==> config.mk <==
export PLATFORM = sky130hd
export DESIGN_NAME = spi_baud_search
export DESIGN_NICKNAME = d
export VERILOG_FILES = /design/src/rtl/spi_baud_pkg.sv /design/src/rtl/spi_baud_divider.sv /design/src/rtl/spi_baud_pack.sv /design/src/rtl/spi_baud_search.sv
export SDC_FILE = /design/constraint.sdc
export NUM_CORES = 1
export LEC_CHECK = 0
export BUFFER_PORTS_ARGS = -buffer_cell sky130_fd_sc_hd__buf_4
export CAP_MARGIN = 20
export CORE_UTILIZATION = 50
export CTS_CLUSTER_SIZE = 12
export DETAILED_ROUTE_END_ITERATION = 10
export PLACE_DENSITY = 0.67
export REMOVE_ABC_BUFFERS = 1
export SETUP_SLACK_MARGIN = 0.02
export SLEW_MARGIN = 10
export SYNTH_ARGS = -nofsm -noshare
export SYNTH_HDL_FRONTEND = slang
export SYNTH_SLANG_ARGS = --single-unit
==> constraint.sdc <==
create_clock -name clk -period 4 [get_ports clk]
set_input_delay 0.4 -clock clk [delete_from_list [all_inputs] [get_ports clk]]
set_output_delay 0.4 -clock clk [all_outputs]
set_load 0.05 [all_outputs]
==> src/rtl/spi_baud_pkg.sv <==
package spi_baud_pkg;
    localparam int NUM_EXP   = 8;
    localparam int EXP_W     = $clog2(NUM_EXP);
    localparam int MANT_W    = 4;
    localparam int MANT_MAX  = (1 << MANT_W) - 1;
    localparam int FIELD_W   = 8;

    typedef enum logic [1:0] {
        ST_IDLE,
        ST_MANT,
        ST_RATE
    } search_st_e;
endpackage

==> src/rtl/spi_baud_divider.sv <==
module spi_baud_divider #(
    parameter int W = 32
) (
    input  logic         clk,
    input  logic         rst_n,
    input  logic         go,
    input  logic [W-1:0] num,
    input  logic [W-1:0] den,
    output logic         fin,
    output logic [W-1:0] quo,
    output logic [W-1:0] rem
);
    localparam int CW = $clog2(W + 1);

    typedef struct packed {
        logic         run;
        logic         fin;
        logic [CW-1:0] cnt;
        logic [W-1:0] rem;
        logic [W-1:0] quo;
        logic [W-1:0] den;
    } div_s;

    div_s r_q, r_d;
    logic [W:0] trial;

    always_comb begin
        r_d     = r_q;
        r_d.fin = 1'b0;
        trial   = {r_q.rem, r_q.quo[W-1]};
        if (go) begin
            r_d.run = 1'b1;
            r_d.cnt = CW'(W);
            r_d.rem = '0;
            r_d.quo = num;
            r_d.den = den;
        end else if (r_q.run) begin
            if (trial >= {1'b0, r_q.den}) begin
                r_d.rem = W'(trial - {1'b0, r_q.den});
                r_d.quo = {r_q.quo[W-2:0], 1'b1};
            end else begin
                r_d.rem = trial[W-1:0];
                r_d.quo = {r_q.quo[W-2:0], 1'b0};
            end
            r_d.cnt = r_q.cnt - 1'b1;
            if (r_q.cnt == CW'(1)) begin
                r_d.run = 1'b0;
                r_d.fin = 1'b1;
            end
        end
    end

    always_ff @(posedge clk) begin
        if (!rst_n) r_q <= '0;
        else        r_q <= r_d;
    end

    assign fin = r_q.fin;
    assign quo = r_q.quo;
    assign rem = r_q.rem;
endmodule

==> src/rtl/spi_baud_pack.sv <==
module spi_baud_pack
    import spi_baud_pkg::*;
(
    input  logic [EXP_W-1:0]   exp_sel,
    input  logic [MANT_W-1:0]  mant,
    output logic [FIELD_W-1:0] field
);
    // Split layout: exponent high bits at the top, a hole at bit 5,
    // exponent LSB at bit 4, mantissa in the low nibble.
    assign field = {exp_sel[2:1], 1'b0, exp_sel[0], mant};
endmodule

==> src/rtl/spi_baud_search.sv <==
module spi_baud_search
    import spi_baud_pkg::*;
#(
    parameter int W = 32
) (
    input  logic               clk,
    input  logic               rst_n,
    input  logic               start,
    input  logic [W-1:0]       fclk_hz,
    input  logic [W-1:0]       speed_hz,
    output logic               busy,
    output logic               done,
    output logic               ok,
    output logic               err,
    output logic [FIELD_W-1:0] setting
);
    localparam logic [EXP_W-1:0] EXP_LAST = EXP_W'(NUM_EXP - 1);

    typedef struct packed {
        search_st_e          st;
        logic [EXP_W-1:0]    exp_cur;
        logic [MANT_W-1:0]   mant_cur;
        logic [W-1:0]        fclk;
        logic [W-1:0]        speed;
        logic [W-1:0]        best_err;
        logic [MANT_W-1:0]   best_mant;
        logic [EXP_W-1:0]    best_exp;
        logic                go;
        logic [W-1:0]        num;
        logic [W-1:0]        den;
        logic                done;
        logic                ok;
        logic                err;
        logic [FIELD_W-1:0]  field;
    } srch_s;

    srch_s r_q, r_d;

    logic         dv_fin;
    logic [W-1:0] dv_quo;
    logic [W-1:0] dv_rem;

    spi_baud_divider #(.W(W)) u_div (
        .clk   (clk),
        .rst_n (rst_n),
        .go    (r_q.go),
        .num   (r_q.num),
        .den   (r_q.den),
        .fin   (dv_fin),
        .quo   (dv_quo),
        .rem   (dv_rem)
    );

    // Candidate evaluation, kept apart from the state update so the
    // packer sees the final winner without a loop through r_d.
    logic                rem_nz;
    logic                mant_skip;
    logic [MANT_W-1:0]   mant_ceil;
    logic [W-1:0]        cand_err;
    logic                take;
    logic [MANT_W-1:0]   win_mant;
    logic [EXP_W-1:0]    win_exp;
    logic [FIELD_W-1:0]  win_field;

    always_comb begin
        rem_nz    = (dv_rem != '0);
        mant_skip = ((dv_quo == '0) && !rem_nz)
                  || (dv_quo > W'(MANT_MAX))
                  || ((dv_quo == W'(MANT_MAX)) && rem_nz);
        mant_ceil = dv_quo[MANT_W-1:0] + MANT_W'(rem_nz);
        cand_err  = r_q.speed - dv_quo;
        take      = (r_q.st == ST_RATE) && dv_fin && (cand_err < r_q.best_err);
        win_mant  = take ? r_q.mant_cur : r_q.best_mant;
        win_exp   = take ? r_q.exp_cur  : r_q.best_exp;
    end

    spi_baud_pack u_pack (
        .exp_sel (win_exp),
        .mant    (win_mant),
        .field   (win_field)
    );

    always_comb begin
        logic step;
        logic found;
        r_d      = r_q;
        r_d.go   = 1'b0;
        r_d.done = 1'b0;
        step     = 1'b0;
        found    = 1'b0;
        unique case (r_q.st)
            ST_IDLE: begin
                if (start) begin
                    if (speed_hz == '0) begin
                        r_d.done  = 1'b1;
                        r_d.ok    = 1'b0;
                        r_d.err   = 1'b1;
                        r_d.field = '0;
                    end else begin
                        r_d.fclk      = fclk_hz;
                        r_d.speed     = speed_hz;
                        r_d.exp_cur   = '0;
                        r_d.best_err  = speed_hz;
                        r_d.best_mant = '0;
                        r_d.best_exp  = '0;
                        r_d.go        = 1'b1;
                        r_d.num       = fclk_hz;
                        r_d.den       = speed_hz;
                        r_d.st        = ST_MANT;
                    end
                end
            end
            ST_MANT: begin
                if (dv_fin) begin
                    if (mant_skip) begin
                        step = 1'b1;
                    end else begin
                        r_d.mant_cur = mant_ceil;
                        r_d.go       = 1'b1;
                        r_d.num      = r_q.fclk;
                        r_d.den      = W'(mant_ceil) << r_q.exp_cur;
                        r_d.st       = ST_RATE;
                    end
                end
            end
            ST_RATE: begin
                if (dv_fin) begin
                    if (take) begin
                        r_d.best_err  = cand_err;
                        r_d.best_mant = r_q.mant_cur;
                        r_d.best_exp  = r_q.exp_cur;
                    end
                    step = 1'b1;
                end
            end
            default: r_d.st = ST_IDLE;
        endcase

        if (step) begin
            if (r_q.exp_cur == EXP_LAST) begin
                found     = (win_mant != '0);
                r_d.done  = 1'b1;
                r_d.ok    = found;
                r_d.err   = !found;
                r_d.field = found ? win_field : '0;
                r_d.st    = ST_IDLE;
            end else begin
                r_d.exp_cur = r_q.exp_cur + 1'b1;
                r_d.go      = 1'b1;
                r_d.num     = r_q.fclk >> (r_q.exp_cur + 1'b1);
                r_d.den     = r_q.speed;
                r_d.st      = ST_MANT;
            end
        end
    end

    always_ff @(posedge clk) begin
        if (!rst_n) begin
            r_q    <= '0;
            r_q.st <= ST_IDLE;
        end else begin
            r_q <= r_d;
        end
    end

    assign busy    = (r_q.st != ST_IDLE);
    assign done    = r_q.done;
    assign ok      = r_q.ok;
    assign err     = r_q.err;
    assign setting = r_q.field;
endmodule

Word-level counts from Yosys, hierarchy flattened --
Index checks and enable logic that the tools add are counted.
Operators by class: $add $sub $neg 5, multiply operators 0, div/mod/pow operators 0, magnitude comparators 3, equality and inequality tests 14, shift-type cells 2, multiplexer cells 34, bitwise gates (word level) 4, reduce and logical (&&, ||, !) cells 22
Operators with widths (count):
- $mux W65 | 3
- $pmux W65 S2 | 1
- $mux W115 | 1
- $mux W104 | 1
- $mux W39 | 2
- $pmux W39 S2 | 1
- $mux W76 | 1
- $mux W72 | 1
- $mux W70 | 1
- $logic_not A32 Y1 | 2
- $mux W64 | 1
- $sub A32 B32 Y32 | 2
- $ge A33 B32 Y1 | 1
- $mux W11 | 3
- $eq A32 B4 Y1 const B | 1
- $gt A32 B4 Y1 const B | 1
- $lt A32 B32 Y1 | 1
- $reduce_bool A32 Y1 | 1
- $shl A4 B3 Y32 | 1
- $shr A32 B3 Y32 | 1
- $mux W5 | 3
- $reduce_and A5 Y1 | 2
- $mux W3 | 3
- $ne A3 B3 Y1 const B | 3
- 26 further kinds | 46
Word-level totals: register bits 292, bits in latches 0, bits in writable memories 0, ROM bits 0, output and inout bits 12, logic and storage cells 106, memories kept 0

Logic depth before layout (Yosys ltp) --
depth after elaboration 10, gate-level depth with buffers 24, depth with buffers taken out 21

Modules after synthesis --
A second synthesis with hierarchy kept.
Unflattened totals: cell total of the unflattened synthesis 2299, area total of the unflattened synthesis 18405.2 um^2
Modules (own cells, without submodules):
- spi_baud_search | times used 1, cells an instance 1456, area an instance 11537.3 um^2, sequential area each 3763.6 um^2
- spi_baud_divider | times used 1, cells an instance 834, area an instance 6804.0 um^2, sequential area each 2082.0 um^2
- spi_baud_pack | times used 1, cells an instance 9, area an instance 63.8 um^2, sequential area each 0.0 um^2

Worst setup path after synthesis --
OpenSTA, ideal clock, no wires.
kind flip-flop to flip-flop, from reg u_div.r_q, in the netlist u_div.quo[1], to reg r_q, in the netlist err, setup time 0.119 ns, data arrival time 4.196 ns, setup slack -0.314 ns, stages on the path, launching flop included 21, period minus slack after synthesis 4.314 ns, path through dfxtp_1 inv_1 ha_1 nor2b_1 o31a_1 o31ai_2 o211ai_1 nand3_1 a21boi_0 mux2i_1 a21o_1 ha_1 a21o_1 a21o_1 a21oi_1 nand2_1 nor4_1 o21a_1 buf_2 mux2_2 o221a_2
Between the ends: longest elaborated chain between the ends 8, elaborated cells on any way between the ends 18, classes of those cells add/sub: 1; order compare: 2; eq/ne: 1; mux: 6; reduce/logical: 8
RTL lines:
- from (decl) | line spi_baud_divider.sv:24 | div_s r_q, r_d;
- from (signal assigned) | line spi_baud_divider.sv:55 | else r_q <= r_d;
- $sub A32 B32 Y32 or $logic_not A32 Y1 (tied branches) | line spi_baud_search.sv:71, spi_baud_search.sv:67
- $lt A32 B32 Y1 or $logic_and A1 B1 Y1 (tied branches) | line spi_baud_search.sv:72, spi_baud_search.sv:67
- $logic_and A1 B1 Y1 or $logic_or A1 B1 Y1 (tied branches) | line spi_baud_search.sv:72, spi_baud_search.sv:68
- $mux W4 or $logic_or A1 B1 Y1 (tied branches) | line spi_baud_search.sv:73, spi_baud_search.sv:69
- $reduce_bool A4 Y1 or $mux W1 (tied branches) | line spi_baud_search.sv:141, spi_baud_search.sv:115
- $logic_not A1 Y1 or $mux W1 (tied branches) | line spi_baud_search.sv:144, spi_baud_search.sv:114
- $mux W11 or $pmux W1 S2 (tied branches) | line spi_baud_search.sv:140, spi_baud_search.sv:91
- $mux W76 (*) | line spi_baud_search.sv:139 | if (step) begin
- to (signal assigned) | line spi_baud_search.sv:162 | r_q <= r_d;
- to (decl) | line spi_baud_search.sv:37 | srch_s r_q, r_d;
Mark *: on every way between the ends. The rest lies on a longest branch, timed or not. A chain may end at the register's enable or synchronous reset.

Worst setup path in the final report --
from reg u_div.r_q, in the netlist u_div.quo[9], to reg r_q[102] (netlist name)
Between the ends: longest elaborated chain between the ends 5, elaborated cells on any way between the ends 8, classes of those cells add/sub: 1; order compare: 1; eq/ne: 1; mux: 3; reduce/logical: 2
RTL lines:
- $sub A32 B32 Y32 (*) | line spi_baud_search.sv:71 | cand_err = r_q.speed - dv_quo;
- $lt A32 B32 Y1 | line spi_baud_search.sv:72 | take = (r_q.st == ST_RATE) && dv_fin && (cand_err < r_q.best_err);
- $logic_and A1 B1 Y1 | line spi_baud_search.sv:72
- $ne A2 B2 Y1 (no line)
- $reduce_and A5 Y1 (no line)
Mark *: on every way between the ends. The rest lies on a longest branch, timed or not. The select of a mux whose other input is x is not followed.

==> results.toml <==
[run_status]
outcome = "finished with violations"
failed_checks = "setup timing"

[clock_network]
h-tree-depth = 2
clock_latency_ns = 0.53
root_buffer = "clkbuf_16"
cts-buffers-inserted = 35
cts.sinks = 292
clkTransAtPathRegs_ns = 0.06
hold_buffers = 0
cts_tree = "built"
clk_path_buf_depth = 3

[finish]
fin_nets = 2547
drive_gt1_share_pct = 20.21
area.growth.synth_to_final_pct = 23.17
instances_no_fill = 2855
stdcell_area_um2 = 22070
insertedDiodeCount = 0

[route]
antenna_left = 0
wl_per_cell_um = 19.32
drt_iter0_markers = 1323
dr.pass1.iters = 9
vias_per_cell = 6.010
dr_total_vias = 17158
drc = 0
routed_wl_um = 55170

[logic_synthesis]
synth_area_um2 = 17910
synthCells = 2218
yosys_most_used_dff = "dfxtp_1"
yosysWarnings = 0
synth_cell_types = 78
synthArstFlopShare_pct = 0
synth-seq-cells = 292
synth-edff-count = 0
syn_area_per_cell_um2 = 8.077
yosys.area.top_type = "dfxtp_1"
synth_area_leaders = "dfxtp_1, ha_1, nand2_1, mux2i_1, o21ai_0"
synth.most_common_cell = "nand2_1"
synth_seq_area_share_pct = 32.63
synthTopCellsByCount = "nand2_1, dfxtp_1, o21ai_0"
netlist.area_leader.share_pct = 32.63

[floorplan]
dieArea_um2 = 36590
io_pins = 79
fp-row-count = 68
die_h_um = 191.3
die_w_um = 191.3
core_region_area_um2 = 34880
start_util_pct = 51.36

[sta]
layout_setup_ws_ns = -0.4233
max_freq_mhz = 226.1
finalSetupViolCount = 48
tightest_slew_ns = 0.9287
fin_crit_sh_pct = 110.6
hold_violations = 0
rsz0062_at_grt = "true"
maxSlewViolCount = 0
holdWs_ns = 0.1364
slew_headroom_pct = 37.94
worst_clock_skew_ns = 0.009666
min_period_ns = 4.423

[global_routing]
grt_start_max_net_pins = 134
groute.layer.met3.usage_pct = 4.149
grt_pass1_wl_um = 86720
grt_antenna_before_repair = 2
grt_busiest_layer = "met2"
use_met2_pct = 47.77
grt_pass1_vias = 16270
grt_usage_pct = 29.70
met1_usage_pct = 39.30
grt_overflow_total = 0

[setup_path]
max_stage_delay_ns = 0.42
crit_family = "simple AND/OR/NAND/NOR gates"
cp_num_buf_inv = 5
required_ns = 4.42
worst_path_max_delay_cell = "o31a_4"
cp-end-kind = "flip-flop"
crit_top_cell = "buf_4"
critPathMaxFanout = 5
cp_cell_sequence = "inv_1 -> ha_4 -> and3_4 -> and3_1 -> o311a_1 -> buf_4 -> or3_4 -> a21oi_4 -> xnor2_2 -> ha_1 -> nand4_1 -> or2_4 -> o22ai_4 -> nor4_4 -> buf_4 -> o31a_4 -> buf_12 -> buf_16 -> o211a_1"
worst_setup_path_start_kind = "flip-flop"
cp_data_arrival_time_ns = 4.85
criticalPathCategory = "reg2reg"

[worst_hold_path]
hold_path_class = "in2reg"

[placement]
dpl.hpwl_um = 37500
io_buffers = 78
dp_cells = 2749
dpl_cell_area_um2 = 19670
place.gp.congestion = 0.9371

[power]
irDropWorstVdd_mv = 0.4378
p_leak_uw = 0.008871
p_per_area_nw_per_um2 = 517.7

[job]
max_cap_violations = 0
layer usage:
metal,part of all wire [%],up-vias
met4,4.2,2
met5,0.015,-
met2,46,672
met3,6.7,137
li1,-,8281
met1,43,8066
state kept, by name (all words and copies together) (netlist names):
register	count
u_div.fin	1
r_q	177
u_div.quo	32
err	1
u_div.rem	32
ok	1
setting	8
u_div.r_q	39
done	1
power breakdown:
part / internal, uW / switching [uW] / total (uW)
registers: 3140 / 235 / 3380
clock network: 2110 / 1270 / 3380
logic: 2250 / 2420 / 4660
total: 7500 / 3920 / 11400
layout by cell type (no fill, tap or decap), types with 12 or more instances in the layout:
cell type and count:
nand2_1 321, dfxtp_1 277, buf_4 252, o21ai_0 155
a21oi_1 137, mux2i_1 122, inv_1 112, ha_1 92
a21boi_0 71, nor2_1 71, nor2b_1 45, and2_1 43
a222oi_1 42, xnor2_1 40, a31oi_1 38, clkbuf_16 37
nor4_1 27, a22oi_1 27, a21o_1 26, nand3_1 25
and3_1 21, nand4_1 20, a211oi_1 19, o211a_1 18
o21ai_2 17, xor2_1 15, nor3_1 15, o21a_1 14
a21oi_2 13, dfxtp_2 13, o211ai_1 12
logic make-up after synthesis:
kind of cell / count (synthesis) / share of synthesized area, %
AND/OR/NAND/NOR: 661 / 17.45
AO/OA/AOI/OAI: 689 / 25.50
adder cells (fa/ha/maj): 105 / 7.417
buffers and inverters: 278 / 6.418
multiplexers: 134 / 7.697
XOR/XNOR: 59 / 2.885
flip-flops: 292 / 32.63
path summary, 6_finish.rpt:
kind / startpoint / to / slack [ns] / cells past startpoint
max: u_div.quo[9]$_SDFFE_PN0P_ / r_q[102]$_SDFFE_PN0P_ / -0.42 / 19
min reg2reg: setting[0]$_SDFF_PN0_ / setting[0]$_SDFF_PN0_ / 0.47 / 1
max reg2reg: u_div.quo[9]$_SDFFE_PN0P_ / r_q[102]$_SDFFE_PN0P_ / -0.42 / 19
min: fclk_hz[9] / r_q[156]$_SDFFE_PN0P_ / 0.14 / 3
cell type report:
cell class	count	area, um2
tap	455	569.3
multi-input combinational	1650	11620
sequential	292	5869
clock buffer	52	1032
inverter	118	442.9
timing repair buffer	278	2351
clock inverter	10	181.4
fill	2966	12820
worst reg2reg max path, cell delays in order (launching register included):
cell and delay (ns):
dfxtp_2 0.32, inv_1 0.08, ha_4 0.21, and3_4 0.19, and3_1 0.19, o311a_1 0.37
buf_4 0.16, or3_4 0.37, a21oi_4 0.17, xnor2_2 0.08, ha_1 0.28, nand4_1 0.22
or2_4 0.35, o22ai_4 0.15, nor4_4 0.07, buf_4 0.17, o31a_4 0.43, buf_12 0.17
buf_16 0.13, o211a_1 0.21
metrics by stage:
stage                     utilization (%)  TNS [ns]  worst slack, ns  total power, uW
after global routing                63.26    -20.67          -0.4859            12010
final                               63.26    -16.67          -0.4233            11420
after floorplan                         -   -131.10           -1.166             5937
after CTS                           62.45    -12.42          -0.3365            11230
after detailed placement            56.39    -34.94          -0.8244             7261
after global placement              56.39    -31.65          -0.6932             7184
what timing repair did:
action / in CTS / in global routing
pin swaps: 17 / 32
setup endpoints to repair: 48 / 48
gates resized for setup: 123 / 63
endpoints found under the hold margin: 0 / 0
setup buffers: 30 / 8
gates cloned: 10 / 0
No activity file was read; power rests on OpenSTA's default activity.
